--- src/rtl/chg_pkg.sv ---
package chg_pkg;
    localparam int ACC_W = 16;
    localparam int SEL_W = 3;

    typedef struct packed {
        logic [ACC_W-1:0] acc;
        logic             limit;
    } acc_state_t;

    typedef struct packed {
        logic [ACC_W-1:0] hi;
        logic [ACC_W-1:0] lo;
        logic             above;
        logic             below;
    } win_state_t;
endpackage

--- src/rtl/chg_prescale.sv ---
module chg_prescale #(
    parameter int SEL_W = chg_pkg::SEL_W
) (
    input  logic             clk,
    input  logic             rst_n,
    input  logic             pulse,
    input  logic             up,
    input  logic             halt,
    input  logic [SEL_W-1:0] sel,
    output logic             carry,
    output logic             borrow
);
    localparam int CNT_W = (1 << SEL_W) - 1;

    logic [CNT_W:0]   full;
    logic [CNT_W-1:0] mask;
    logic [CNT_W-1:0] eff;
    logic [CNT_W-1:0] cnt_d, cnt_q;

    always_comb begin
        full   = (CNT_W+1)'(1) << sel;
        mask   = CNT_W'(full - (CNT_W+1)'(1));
        eff    = cnt_q & mask;
        cnt_d  = eff;
        carry  = 1'b0;
        borrow = 1'b0;
        if (halt) begin
            cnt_d = '0;
        end else if (pulse) begin
            if (up) begin
                if (eff == mask) begin
                    cnt_d = '0;
                    carry = 1'b1;
                end else begin
                    cnt_d = eff + CNT_W'(1);
                end
            end else begin
                if (eff == '0) begin
                    cnt_d  = mask;
                    borrow = 1'b1;
                end else begin
                    cnt_d = eff - CNT_W'(1);
                end
            end
        end
    end

    always_ff @(posedge clk or negedge rst_n) begin
        if (!rst_n) cnt_q <= '0;
        else        cnt_q <= cnt_d;
    end
endmodule

--- src/rtl/chg_sat_acc.sv ---
module chg_sat_acc
    import chg_pkg::*;
(
    input  logic             clk,
    input  logic             rst_n,
    input  logic             step_up,
    input  logic             step_dn,
    input  logic             wr_en,
    input  logic [ACC_W-1:0] wr_data,
    input  logic             force_full,
    output logic [ACC_W-1:0] acc,
    output logic             limit
);
    localparam logic [ACC_W-1:0] TOP = '1;
    localparam logic [ACC_W-1:0] BOT = '0;
    localparam logic [ACC_W-1:0] MID = {1'b0, {(ACC_W-1){1'b1}}};

    acc_state_t st_d, st_q;

    always_comb begin
        st_d = st_q;
        if (force_full) begin
            st_d.acc   = TOP;
            st_d.limit = 1'b0;
        end else if (wr_en) begin
            st_d.acc   = wr_data;
            st_d.limit = 1'b0;
        end else if (step_up) begin
            st_d.acc   = (st_q.acc == TOP) ? TOP : st_q.acc + ACC_W'(1);
            st_d.limit = (st_d.acc == TOP);
        end else if (step_dn) begin
            st_d.acc   = (st_q.acc == BOT) ? BOT : st_q.acc - ACC_W'(1);
            st_d.limit = (st_d.acc == BOT);
        end
    end

    always_ff @(posedge clk or negedge rst_n) begin
        if (!rst_n) begin
            st_q.acc   <= MID;
            st_q.limit <= 1'b0;
        end else begin
            st_q <= st_d;
        end
    end

    assign acc   = st_q.acc;
    assign limit = st_q.limit;
endmodule

--- src/rtl/chg_window.sv ---
module chg_window
    import chg_pkg::*;
(
    input  logic             clk,
    input  logic             rst_n,
    input  logic [ACC_W-1:0] acc,
    input  logic             hi_wr_en,
    input  logic [ACC_W-1:0] hi_wr_data,
    input  logic             lo_wr_en,
    input  logic [ACC_W-1:0] lo_wr_data,
    output logic [ACC_W-1:0] hi_thr,
    output logic [ACC_W-1:0] lo_thr,
    output logic             above,
    output logic             below
);
    win_state_t st_d, st_q;

    always_comb begin
        st_d       = st_q;
        st_d.above = (acc > st_q.hi);
        st_d.below = (acc < st_q.lo);
        if (hi_wr_en) st_d.hi = hi_wr_data;
        if (lo_wr_en) st_d.lo = lo_wr_data;
    end

    always_ff @(posedge clk or negedge rst_n) begin
        if (!rst_n) begin
            st_q.hi    <= '1;
            st_q.lo    <= '0;
            st_q.above <= 1'b0;
            st_q.below <= 1'b0;
        end else begin
            st_q <= st_d;
        end
    end

    assign hi_thr = st_q.hi;
    assign lo_thr = st_q.lo;
    assign above  = st_q.above;
    assign below  = st_q.below;
endmodule

--- src/rtl/chg_accum.sv ---
module chg_accum
    import chg_pkg::*;
(
    input  logic             clk,
    input  logic             rst_n,
    input  logic             step_valid,
    input  logic             step_dir,
    input  logic [SEL_W-1:0] scale_sel,
    input  logic             halt,
    input  logic             cc_enable,
    input  logic             cc_level,
    input  logic             acc_wr_en,
    input  logic [ACC_W-1:0] acc_wr_data,
    input  logic             hi_wr_en,
    input  logic [ACC_W-1:0] hi_wr_data,
    input  logic             lo_wr_en,
    input  logic [ACC_W-1:0] lo_wr_data,
    output logic [ACC_W-1:0] acc_value,
    output logic             limit_flag,
    output logic             above_hi,
    output logic             below_lo
);
    logic             step_up;
    logic             step_dn;
    logic             cc_force;
    logic [ACC_W-1:0] hi_thr;
    logic [ACC_W-1:0] lo_thr;

    assign cc_force = cc_enable & cc_level;

    chg_prescale #(.SEL_W(SEL_W)) u_pre (
        .clk    (clk),
        .rst_n  (rst_n),
        .pulse  (step_valid),
        .up     (step_dir),
        .halt   (halt),
        .sel    (scale_sel),
        .carry  (step_up),
        .borrow (step_dn)
    );

    chg_sat_acc u_acc (
        .clk        (clk),
        .rst_n      (rst_n),
        .step_up    (step_up),
        .step_dn    (step_dn),
        .wr_en      (acc_wr_en),
        .wr_data    (acc_wr_data),
        .force_full (cc_force),
        .acc        (acc_value),
        .limit      (limit_flag)
    );

    chg_window u_win (
        .clk        (clk),
        .rst_n      (rst_n),
        .acc        (acc_value),
        .hi_wr_en   (hi_wr_en),
        .hi_wr_data (hi_wr_data),
        .lo_wr_en   (lo_wr_en),
        .lo_wr_data (lo_wr_data),
        .hi_thr     (hi_thr),
        .lo_thr     (lo_thr),
        .above      (above_hi),
        .below      (below_lo)
    );
endmodule

--- config.mk ---
export PLATFORM = sky130hd
export DESIGN_NAME = chg_accum
export DESIGN_NICKNAME = d
export VERILOG_FILES = /design/src/rtl/chg_pkg.sv /design/src/rtl/chg_prescale.sv /design/src/rtl/chg_sat_acc.sv /design/src/rtl/chg_window.sv /design/src/rtl/chg_accum.sv
export SDC_FILE = /design/constraint.sdc
export NUM_CORES = 1
export LEC_CHECK = 0
export ABC_CLOCK_PERIOD_IN_PS = 3300
export BUFFER_PORTS_ARGS = -buffer_cell sky130_fd_sc_hd__buf_4
export CAP_MARGIN = 20
export CORE_MARGIN = 2
export CORE_UTILIZATION = 50
export DETAILED_ROUTE_END_ITERATION = 8
export HOLD_SLACK_MARGIN = 0.1
export PLACE_DENSITY = 0.81
export SLEW_MARGIN = 20
export SYNTH_ARGS = -nofsm -noshare
export SYNTH_HDL_FRONTEND = slang
export SYNTH_SLANG_ARGS = --single-unit
--- constraint.sdc ---
create_clock -name clk -period 3.3 [get_ports clk]
set_input_delay 0.165 -clock clk [delete_from_list [all_inputs] [get_ports clk]]
set_output_delay 0.165 -clock clk [all_outputs]
set_load 0.01 [all_outputs]
==> results.md <==
* Fraction of layout instances using a drive strength above 1 at 0.221
* Die width at 102 um
* Max_cap viols at 0
* Vias per cell at roughly 6
* Crit start category: flop
* CTS H-tree depth at 3
* Core area at 9240 um^2
* CP required at 3.56 ns
* Initial Util at 0.516
* Routability Congestion at between 0.9 and 1
* Top-count cell post-synth: nand2_1
* Post-synth top cells: nand2_1 (60), o21ai_0 (50), nor2_1 (46), a21oi_1 (42), inv_1 (42)
* Setup_tns at 0 ns
* Boundary pin count at 80
* Post-route cell area at between 5000 and 6000 um^2
* Nets@finish at 779
* RSZ-0062 raised after global routing: false
* Fin crit period at roughly 2.8 ns
* Clock latency on the worst-skew pair at 0.35 ns
* Warnings from Yosys at 0
* Root Buffer: clkbuf_8
* Clock Skew at 0.0134 ns
* Total wire length at around 14000 um
* Die Ht at roughly 100 um
* Global-route usage over all layers at 0.286
* Mapped Area at about 4800 um^2
* Critical path fanouts, max at 13
* Inserted Diodes at 0
* Yosys cell types at between 60 and 70
* IO Port Bufs at 79
* # resized after CTS at 0
* Synth Net Count at ~690
* Power density over the cells at roughly 430 nW/um^2
* Worst VDD drop at 0.000231 V
* Largest net degree at the start of global routing at between 50 and 60
* Antenna-violating nets left at 0
* CTS sink count at 58
* Asr flop ratio synth at 1.00
* HP Class: in2reg
* Drt first pass iters at 5
* F_max at around 360 MHz
* DRT iter0 DRCs at between 300 and 400
* Top cell type's share of synthesized area at 0.171
* Placed instance area at around 5300 um^2
* Final slew viol count at 0
* Crit path kind: reg2reg
* Vias at approximately 5000
* Synth-to-layout area growth at 24.7%
* Num rows at 35
* # setup viols final at 0
* Status: finished clean
* Synth Instances at approximately 600
* DRC violations left at 0
* Setup crit end kind: flop
* Sequential area share after synthesis at 0.313
* Final hold viol count at 0
* Final period util at 0.838
* CTS clk-pin slew, worst paths at approximately 0.08 ns
* TritonCTS clock tree: yes
* Top post-synthesis cells by area: dfstp_2 (17%), dfrtp_1 (14%), ha_1 (9.5%), o21ai_0 (5.3%), nand2_1 (4.7%)
* Worst-Margin Slew at approximately 0.76 ns
* Slew margin rel. at 0.496
* Synthesized area per cell at roughly 8.0 um^2
* Vias in the first global route at roughly 4800
* Overflow after GRT at 0
* P_leak at 2.60 nW
* Post-DP HPWL at slightly below 10000 um
* Main synth FF type: dfstp_2
* Clock buffer depth at 2
* Synth area leader: dfstp_2
* Synth Register Bits at 58
* First-pass GRT wire length at about 23000 um
* Wire per inst at between 15 and 20 um
* Worst path arrival time at 3.02 ns
* Initial antenna violation count at 0
* Post-synth EDFFs at 0
* DIE AREA at ~10000 um^2
* Total CTS buffers at 9
final timing paths:
check,slack [ns],depth (start not counted),end,from
setup / recovery,0.54,9,u_acc.limit,u_acc.acc[1]
hold / removal,0.11,3,u_acc.acc[9],acc_wr_data[9]
setup reg to reg,0.54,9,u_acc.limit,u_acc.acc[1]
hold reg to reg,0.52,2,u_win.hi_thr[5],u_win.hi_thr[5]
max in group asynchronous,2.36,2,u_win.lo_thr[4],rst_n
min in group asynchronous,0.45,2,u_acc.limit,rst_n
layout make-up:
| class | count | area [um^2] |
|---|---|---|
| Clock buffer | 9 | 124 |
| Clock inverter | 7 | 124 |
| Fill cell | 758 | 3300 |
| Inverter | 42 | 158 |
| Multi-Input combinational cell | 451 | 2890 |
| Sequential cell | 58 | 1490 |
| Tap cell | 129 | 161 |
| Timing Repair Buffer | 120 | 991 |
state kept, by name, summed over array words and instances, names as in the netlist:
signal        cells
u_acc.acc        16
u_acc.limit       1
u_pre.cnt_q       7
u_win.above       1
u_win.below       1
u_win.hi_thr     16
u_win.lo_thr     16
timing repair:
item / 4_1_cts / 5_1_grt
endpoints found under the hold margin: 68 / 0
buffers inserted: 0 / 0
hold buffers: 36 / 0
report_power, final:
group	internal (mW)	total, mW	switching, mW	leakage, nW
logic	0.357	0.760	0.403	1.82
registers	0.818	0.970	0.152	0.661
clock network	0.508	0.850	0.342	0.120
routing by layer:
layer,vias up,global-route usage,wire [um]
met1,2340,0.362,6040
li1,2328,-,-
met3,44,0.0428,898
met4,0,0.101,402
met2,196,0.496,7080
met5,-,0,0
worst max-delay path, stage by stage, from the launching register on:
cell	delay, ns
dfstp_2	0.70
ha_1	0.44
nand3_1	0.22
nor2_1	0.13
buf_4	0.16
nand3_1	0.29
a21oi_1	0.28
and4_1	0.21
a21oi_1	0.05
o32ai_2	0.20
cell families (layout without fill, tap and decap cells):
kind of cell	count (synthesis)	after routing	synth area share
fa+ha+maj	36	36	0.0946
simple gates	221	221	0.234
xor+xnor	10	10	0.0184
mux	12	12	0.0271
flops	58	58	0.313
buf+inv	86	178	0.0801
compound gates	172	172	0.233
stage by stage:
stage	setup WS [ns]	util	instances	hold WS (ns)	total power [mW]
3_5_place_dp	0.563	0.577	764	0.290	1.69
5_1_grt	0.254	0.643	816	0.139	2.72
2_1_floorplan	0.811	-	595	-0.131	1.42
4_1_cts	0.544	0.643	816	0.108	2.58
6_report	0.536	0.643	816	0.111	2.58
3_3_place_gp	0.602	0.577	764	0.269	1.66
cell usage in the layout, fill, tap and decap left out, drive strengths merged, types with 6 or more instances in the layout:
cell type    synthesis  final
nor2                49     49
nand4               20     20
dfstp               31     31
inv                 42     44
o22ai                7      7
dfrtp               27     27
a31oi                6      6
xnor2                6      6
buf                 21     84
nor3                18     18
clkbuf              23      9
nor4                11     11
dlygate4sd3          0     36
o21a                 8      8
nand2               60     60
a21oi               42     42
o21ai               52     52
a21o                13     13
mux2i                8      8
nand3               28     28
ha                  36     36
Note: power is estimated with default switching activity, not from simulation.
